[config.mk]
export PLATFORM = sky130hd
export DESIGN_NAME = lfsr_prng
export DESIGN_NICKNAME = d
export VERILOG_FILES = /design/src/rtl/lfsr_pkg.sv /design/src/rtl/lfsr_step.sv /design/src/rtl/lfsr_control.sv /design/src/rtl/lfsr_datapath.sv /design/src/rtl/lfsr_prng.sv
export SDC_FILE = /design/constraint.sdc
export NUM_CORES = 1
export LEC_CHECK = 0
export ABC_AREA = 0
export BUFFER_PORTS_ARGS = -buffer_cell sky130_fd_sc_hd__buf_2
export CAP_MARGIN = 20
export CORE_AREA = 4 4 41 43
export DETAILED_ROUTE_END_ITERATION = 16
export DIE_AREA = 0 0 45 47
export HOLD_SLACK_MARGIN = 0.08
export MAX_ROUTING_LAYER = met4
export SETUP_SLACK_MARGIN = 0.05
export SYNTH_ARGS = -nofsm -noshare
export SYNTH_HDL_FRONTEND = slang
export SYNTH_SLANG_ARGS = --single-unit
[constraint.sdc]
create_clock -name clk -period 1.61 [get_ports clk]
set_input_delay 0.322 -clock clk [delete_from_list [all_inputs] [get_ports clk]]
set_output_delay 0.322 -clock clk [all_outputs]
set_load 0.02 [all_outputs]
[src/rtl/lfsr_pkg.sv]
package lfsr_pkg;

  typedef enum logic {
    FORM_FIB = 1'b0,
    FORM_GAL = 1'b1
  } lfsrForm_e;

  typedef enum logic {
    FB_XOR  = 1'b0,
    FB_XNOR = 1'b1
  } lfsrFeedback_e;

  // Strobes handed from control to datapath each cycle
  typedef struct packed {
    logic loadSeed;     // take the seed word this cycle
    logic advanceSeed;  // apply one step to the seed before storing it
    logic advance;      // apply the configured step count to the state
  } ctrlStrobes_t;

endpackage

[src/rtl/lfsr_step.sv]
module lfsr_step #(
  parameter int                     WIDTH    = 4,
  parameter lfsr_pkg::lfsrForm_e     FORM     = lfsr_pkg::FORM_FIB,
  parameter lfsr_pkg::lfsrFeedback_e FEEDBACK = lfsr_pkg::FB_XOR,
  parameter logic [WIDTH-1:0]       TAPS     = '1
) (
  input  logic [WIDTH-1:0] cur,
  output logic [WIDTH-1:0] nxt
);

  localparam logic INV = (FEEDBACK == lfsr_pkg::FB_XNOR);

  generate
    if (FORM == lfsr_pkg::FORM_FIB) begin : g_fib
      logic fbBit;
      assign fbBit = (^(cur & TAPS)) ^ INV;
      assign nxt   = {cur[WIDTH-2:0], fbBit};
    end else begin : g_gal
      for (genvar gi = 0; gi < WIDTH; gi++) begin : g_bit
        if (gi == WIDTH - 1) begin : g_top
          assign nxt[gi] = cur[0];
        end else if (TAPS[gi]) begin : g_tap
          assign nxt[gi] = cur[gi+1] ^ cur[0] ^ INV;
        end else begin : g_pass
          assign nxt[gi] = cur[gi+1];
        end
      end
    end
  endgenerate

endmodule

[src/rtl/lfsr_control.sv]
module lfsr_control #(
  parameter bit UPDATE_SEED = 1'b0
) (
  input  logic                   increment,
  input  logic                   seedValid,
  output lfsr_pkg::ctrlStrobes_t strb
);

  always_comb begin
    strb             = '0;
    strb.loadSeed    = seedValid;
    strb.advanceSeed = seedValid && UPDATE_SEED;
    // a seed load wins over the normal advance
    strb.advance     = increment && !seedValid;
  end

endmodule

[src/rtl/lfsr_datapath.sv]
module lfsr_datapath #(
  parameter int                     WIDTH       = 4,
  parameter int                     STEP        = 1,
  parameter lfsr_pkg::lfsrForm_e     FORM        = lfsr_pkg::FORM_FIB,
  parameter lfsr_pkg::lfsrFeedback_e FEEDBACK    = lfsr_pkg::FB_XOR,
  parameter logic [WIDTH-1:0]       TAPS        = '1,
  parameter logic [WIDTH-1:0]       RESET_VALUE = 1
) (
  input  logic                   clk,
  input  logic                   rst,
  input  lfsr_pkg::ctrlStrobes_t strb,
  input  logic [WIDTH-1:0]       seedWord,
  output logic [WIDTH-1:0]       state
);

  localparam logic [WIDTH-1:0] LOCKUP =
    (FEEDBACK == lfsr_pkg::FB_XNOR) ? {WIDTH{1'b1}} : {WIDTH{1'b0}};

  logic [STEP:0][WIDTH-1:0] chain;
  logic [WIDTH-1:0]         seedNext;

  assign chain[0] = state;

  generate
    for (genvar k = 0; k < STEP; k++) begin : g_chain
      lfsr_step #(
        .WIDTH(WIDTH), .FORM(FORM), .FEEDBACK(FEEDBACK), .TAPS(TAPS)
      ) u_step (
        .cur(chain[k]),
        .nxt(chain[k+1])
      );
    end
  endgenerate

  lfsr_step #(
    .WIDTH(WIDTH), .FORM(FORM), .FEEDBACK(FEEDBACK), .TAPS(TAPS)
  ) u_seedStep (
    .cur(seedWord),
    .nxt(seedNext)
  );

  always_ff @(posedge clk) begin
    if (rst) begin
      state <= RESET_VALUE;
    end else if (strb.loadSeed) begin
      state <= strb.advanceSeed ? seedNext : seedWord;
    end else if (strb.advance) begin
      state <= chain[STEP];
    end
  end

  // a live (non lock-up) state always moves when advanced
  AST_NO_REPEAT: assert property (@(posedge clk) disable iff (rst)
    (strb.advance && state != LOCKUP) |=> (state != $past(state)));

  // a stuck state stays stuck under advance
  AST_LOCKUP_STICKS: assert property (@(posedge clk) disable iff (rst)
    (strb.advance && state == LOCKUP) |=> (state == LOCKUP));

endmodule

[src/rtl/lfsr_prng.sv]
module lfsr_prng #(
  parameter int                     WIDTH       = 4,
  parameter int                     STEP        = 1,
  parameter lfsr_pkg::lfsrForm_e     FORM        = lfsr_pkg::FORM_FIB,
  parameter lfsr_pkg::lfsrFeedback_e FEEDBACK    = lfsr_pkg::FB_XOR,
  parameter logic [WIDTH-1:0]       TAPS        = 4'b1100,
  parameter bit                     HAS_SEED    = 1'b0,
  parameter logic [WIDTH-1:0]       SEED        = '0,
  parameter bit                     UPDATE_SEED = 1'b0
) (
  input  logic             clk,
  input  logic             rst,
  input  logic             increment,
  input  logic             seedValid,
  input  logic [WIDTH-1:0] seedWord,
  output logic [WIDTH-1:0] stateOut
);

  localparam bit               IS_XNOR = (FEEDBACK == lfsr_pkg::FB_XNOR);
  localparam logic [WIDTH-1:0] LOCKUP  = IS_XNOR ? {WIDTH{1'b1}} : {WIDTH{1'b0}};
  localparam logic [WIDTH-1:0] DEFAULT_VALUE =
    IS_XNOR ? ~{{(WIDTH-1){1'b0}}, 1'b1} : {{(WIDTH-1){1'b0}}, 1'b1};
  localparam logic [WIDTH-1:0] RESET_VALUE = HAS_SEED ? SEED : DEFAULT_VALUE;

  generate
    if (WIDTH < 2) begin : g_badWidth
      $fatal(1, "lfsr_prng: WIDTH must be at least 2");
    end
    if (STEP < 1) begin : g_badStep
      $fatal(1, "lfsr_prng: STEP must be at least 1");
    end
    if (!TAPS[WIDTH-1]) begin : g_badTaps
      $fatal(1, "lfsr_prng: TAPS must include the top bit");
    end
    if (HAS_SEED && SEED == LOCKUP) begin : g_badSeed
      $fatal(1, "lfsr_prng: SEED equals the lock-up value");
    end
  endgenerate

  lfsr_pkg::ctrlStrobes_t strb;

  lfsr_control #(
    .UPDATE_SEED(UPDATE_SEED)
  ) u_control (
    .increment(increment),
    .seedValid(seedValid),
    .strb(strb)
  );

  lfsr_datapath #(
    .WIDTH(WIDTH), .STEP(STEP), .FORM(FORM), .FEEDBACK(FEEDBACK),
    .TAPS(TAPS), .RESET_VALUE(RESET_VALUE)
  ) u_datapath (
    .clk(clk),
    .rst(rst),
    .strb(strb),
    .seedWord(seedWord),
    .state(stateOut)
  );

  logic wasRst;
  always_ff @(posedge clk) wasRst <= rst;

  AST_RESET_CLEAR: assert property (@(posedge clk) disable iff (rst)
    wasRst |-> (stateOut == RESET_VALUE && stateOut != LOCKUP));

  AST_HOLD: assert property (@(posedge clk) disable iff (rst)
    (!increment && !seedValid) |=> $stable(stateOut));

  generate
    if (!UPDATE_SEED) begin : g_plainLoad
      AST_SEED_LOAD: assert property (@(posedge clk) disable iff (rst)
        seedValid |=> (stateOut == $past(seedWord)));
    end
  endgenerate

endmodule

# Word level (Yosys, flattened, before mapping)
# Cells that the tools add are included.
[totals]
in_bits = 8
reg_bits = 4
elab_cells = 7
[classes]
muxes = 2
n_reduce_logical = 4
[op_table]
columns = ["op", "n"]
rows = [
  ["4-bit 2-to-1 mux", 2],
  ["4-bit parity", 1],
  ["2-bit nonzero test", 1],
  ["1-bit logical AND", 1],
  ["1-bit logical NOT", 1],
]

# Depth between registers and ports, before layout
[depth]
ltp_word = 4
mapped_depth = 3

# Cells and area by module
# A second synthesis with hierarchy kept.
[unflattened]
hier_cells = 36
hier_area_um2 = 346.6
[by_module_without_submodules]
columns = ["module", "n_inst", "cells_each", "area_each_um2", "seq_area_each_um2"]
rows = [
  ["lfsr_datapath", 1, 22, 236.5, 80.1],
  ["lfsr_step", 2, 5, 38.8, 0.0],
  ["lfsr_control", 1, 4, 32.5, 0.0],
]

# Worst setup path after synthesis
# OpenSTA, ideal clock, no wires.
[synth_timing]
path_type = "reg2reg"
startpoint = "register u_datapath.state[2]"
endpoint = "register u_datapath.state[3]"
path_stages_with_launch = 4
n_path_buf = 0
synth_period_minus_slack_ns = 0.950
path_slack_ns = 0.660
setup_ns = 0.114
t_arrival_ns = 0.836
required_ns = 1.496
cell_sequence = "dfxtp_1 > mux2_1 > mux2i_1 > nor2_1"
[synth_via]
elab_chain_cells = 2
[synth_rtl]
columns = ["item", "line", "rtl"]
rows = [
  ["from (decl)", "lfsr_datapath.sv:13", "output logic [WIDTH-1:0] state"],
  ["from (signal assigned)", "lfsr_datapath.sv:46", "state <= strb.advanceSeed ? seedNext : seedWord;"],
  ["from (signal assigned)", "lfsr_datapath.sv:48", "state <= chain[STEP];"],
  ["4-bit 2-to-1 mux", "lfsr_datapath.sv:47", "end else if (strb.advance) begin"],
  ["4-bit 2-to-1 mux", "lfsr_datapath.sv:45", "end else if (strb.loadSeed) begin"],
]
# Every way passes these cells. The select of a mux whose other input is x is not followed.
# A chain may end at the register's enable or synchronous reset.

# Final worst setup path
[layout_timing]
startpoint = "register u_datapath.state[2]"
endpoint = "output stateOut[2]"
[layout_rtl]
columns = ["item", "line", "rtl"]
rows = [
  ["to (decl)", "lfsr_prng.sv:16", "output logic [WIDTH-1:0] stateOut"],
]
# No word-level cell between the ends.

==> results.py <==
metrics = {
    "run_status": {
        "status": "complete, no violations",
    },
    "clock_network": {
        "htree_levels": 1,
        "postCtsResizedCells": 0,
        "cts_buffer_depth": 2,
        "numCtsBuffers": 3,
        "postCtsSetupRepairBufs": 0,
        "cts_root_buf": "clkbuf_4",
        "clkSlewWorstSetupHoldPaths_ns": 0.04,
        "clk_latency_ns": 0.23,
        "cts_num_sinks": 4,
        "tritoncts": "done",
        "cts_hold_buffers": 0,
    },
    "power": {
        "cellPowerDensity_nw_per_um2": 1020,
        "p_leak_nw": 0.147,
        "total_power_mw": 0.286,
        "peakVddDrop_mv": 0.320,
    },
    "route": {
        "drc": 0,
        "vias": 171,
        "drt-wirelength-per-cell_um": 10.1,
        "wirelength_um": 465,
        "ant_nets": 0,
        "drt-vias-per-instance": 3.72,
        "drtIter0Drc": 0,
        "drtPass1Iterations": 1,
    },
    "sta": {
        "max_slew.worst_pin.slew_ns": 0.116,
        "maxSlewHeadroom_pct": 92.0,
        "finalCritPeriodShare_pct": 68.1,
        "finalClockSkew_ns": 0.00111,
        "rsz0062_at_grt": "false",
        "setup_violations": 0,
        "tns_ns": 0,
        "hold_viol_final": 0,
        "fmax_mhz": 912,
        "post-route-min-period_ns": 1.10,
        "slew_viol_final": 0,
    },
    "synthesis": {
        "synth_warnings": 0,
        "postSynthAreaPerCell_um2": 10.5,
        "synth_cell_types": 8,
        "yosysSeqAreaShare_pct": 42.4,
        "synth_cells": 18,
        "syn_area_um2": 189,
        "synth_nets": 26,
        "post-synth-top-area-cell": "dfxtp_1",
        "synth_seq_cells": 4,
        "netlist.area_leader.share_pct": 42.4,
        "ys_top_cells_by_area": "dfxtp_1, mux2i_1, mux2_1, nor2_1, xor2_1",
    },
    "layout": {
        "nFillCells": 160,
        "fin_cells": 46,
        "largest_register_ffs": 4,
        "layout.nets": 41,
        "utilization_pct": 21.5,
        "top_register": "u_datapath.state",
        "fin_area_um2": 280,
        "n_antenna_cell": 0,
        "drive_gt1_share_pct": 45.2,
        "reg_top3": "u_datapath.state: 4 flops",
        "synthToLayoutAreaGrowth_pct": 48.3,
    },
    "setup_path": {
        "path_buf_inv": 1,
        "end_kind": "output port",
        "critPathTopFamily": "flip-flops",
        "rr_worst_depth": 3,
        "crit_path_max_incr_delay_ns": 0.36,
        "cp_data_arrival_time_ns": 0.77,
        "crit_chain": "buf_2",
        "cp.depth": 1,
        "cp-start-kind": "flip-flop",
        "crit_type": "flip-flop to output port",
        "worst_ep_required_time_ns": 1.29,
        "crit_path_max_fanout": 4,
        "cp_slowest_cell": "dfxtp_1",
    },
    "global_route": {
        "grt_pass1_vias": 178,
        "grt_pass1_wl_um": 779,
        "grt_max_degree": 6,
        "antenna_found_initial": 0,
        "grt-ovfl-total": 0,
        "grt_usage_pct": 6.20,
    },
    "floorplanning": {
        "ios": 12,
        "dieWidth_um": 45,
        "start_util_pct": 14.5,
        "fp.dieArea_um2": 2120,
        "die_h_um": 47,
        "rows": 13,
        "core_um2": 1300,
    },
    "placed_design": {
        "port_buffers": 11,
        "dpl_cell_area_um2": 258,
        "dp_cells": 43,
        "gp_congestion": 0.636,
    },
    "job": {
        "cap_violations": 0,
    },
    "hold_path": {
        "whs_path_depth": 2,
        "hold_path_class": "primary input to flip-flop",
    },
}
## per-layer routing
| metal | part of all wire, % | up-vias | global-route usage [%] | wire [µm] |
|---|---|---|---|---|
| met5 | 0 | - | - | 0 |
| met4 | 0 | 0 | 0 | 0 |
| met3 | 16 | 0 | 8.05 | 76 |
| met2 | 41 | 10 | 7.34 | 191 |
| met1 | 42 | 72 | 6.61 | 197 |
| li1 | - | 89 | - | - |
## cells in the mapped netlist (all sizes together)
library cell	count
xor2	1
o21ai	1
mux2	3
dfxtp	4
buf	1
mux2i	4
a21oi	1
nor2	3
## path summary, 6_finish.rpt
kind | from | endpoint | slack, ns
setup / recovery | u_datapath.state[2]$_SDFFE_PP0P_ | stateOut[2] | 0.51
hold / removal | rst | u_datapath.state[2]$_SDFFE_PP0P_ | 0.30
setup reg to reg | u_datapath.state[2]$_SDFFE_PP0P_ | u_datapath.state[3]$_SDFFE_PP0P_ | 0.70
hold reg to reg | u_datapath.state[0]$_SDFFE_PP1P_ | u_datapath.state[0]$_SDFFE_PP1P_ | 0.57
## cell type report
type	count	area (µm²)	share of cell area, %
sequential	4	80.1	28.6
tap	15	18.8	6.70
clock buffer	3	22.5	8.04
multi-input combinational	13	104	37.1
timing repair buffer	11	55.1	19.6
## power breakdown
group          leakage, nW  internal, mW  switching [mW]
registers           0.0332         0.107         0.00584
clock network       0.0138        0.0833          0.0397
logic                0.100        0.0240          0.0257
## kinds of logic (layout without fill, tap and decap cells)
group / Yosys count / after routing / synth area share (%)
multiplexers: 7 / 7 / 39.1
flip-flops: 4 / 4 / 42.4
AND/OR/NAND/NOR: 3 / 3 / 5.96
AO/OA/AOI/OAI: 2 / 2 / 5.29
XOR/XNOR: 1 / 1 / 4.64
buffers and inverters: 1 / 14 / 2.65
## metrics by stage
stage | hold WS (ns) | setup WS [ns]
floorplan | 0.394 | 0.660
global placement | 0.542 | 0.523
detailed placement | 0.546 | 0.529
CTS | 0.294 | 0.500
global route | 0.311 | 0.470
finish | 0.300 | 0.513
## layout by cell type, fill, tap and decap left out
cell type / netlist / layout
o21ai_0: 1 / 1
buf_2: 1 / 11
nor2_1: 3 / 3
dfxtp_1: 4 / 4
a21oi_1: 1 / 1
mux2_1: 3 / 3
xor2_1: 1 / 1
mux2i_1: 4 / 4
clkbuf_4: 0 / 3
Note: power is estimated with default switching activity, not from simulation.
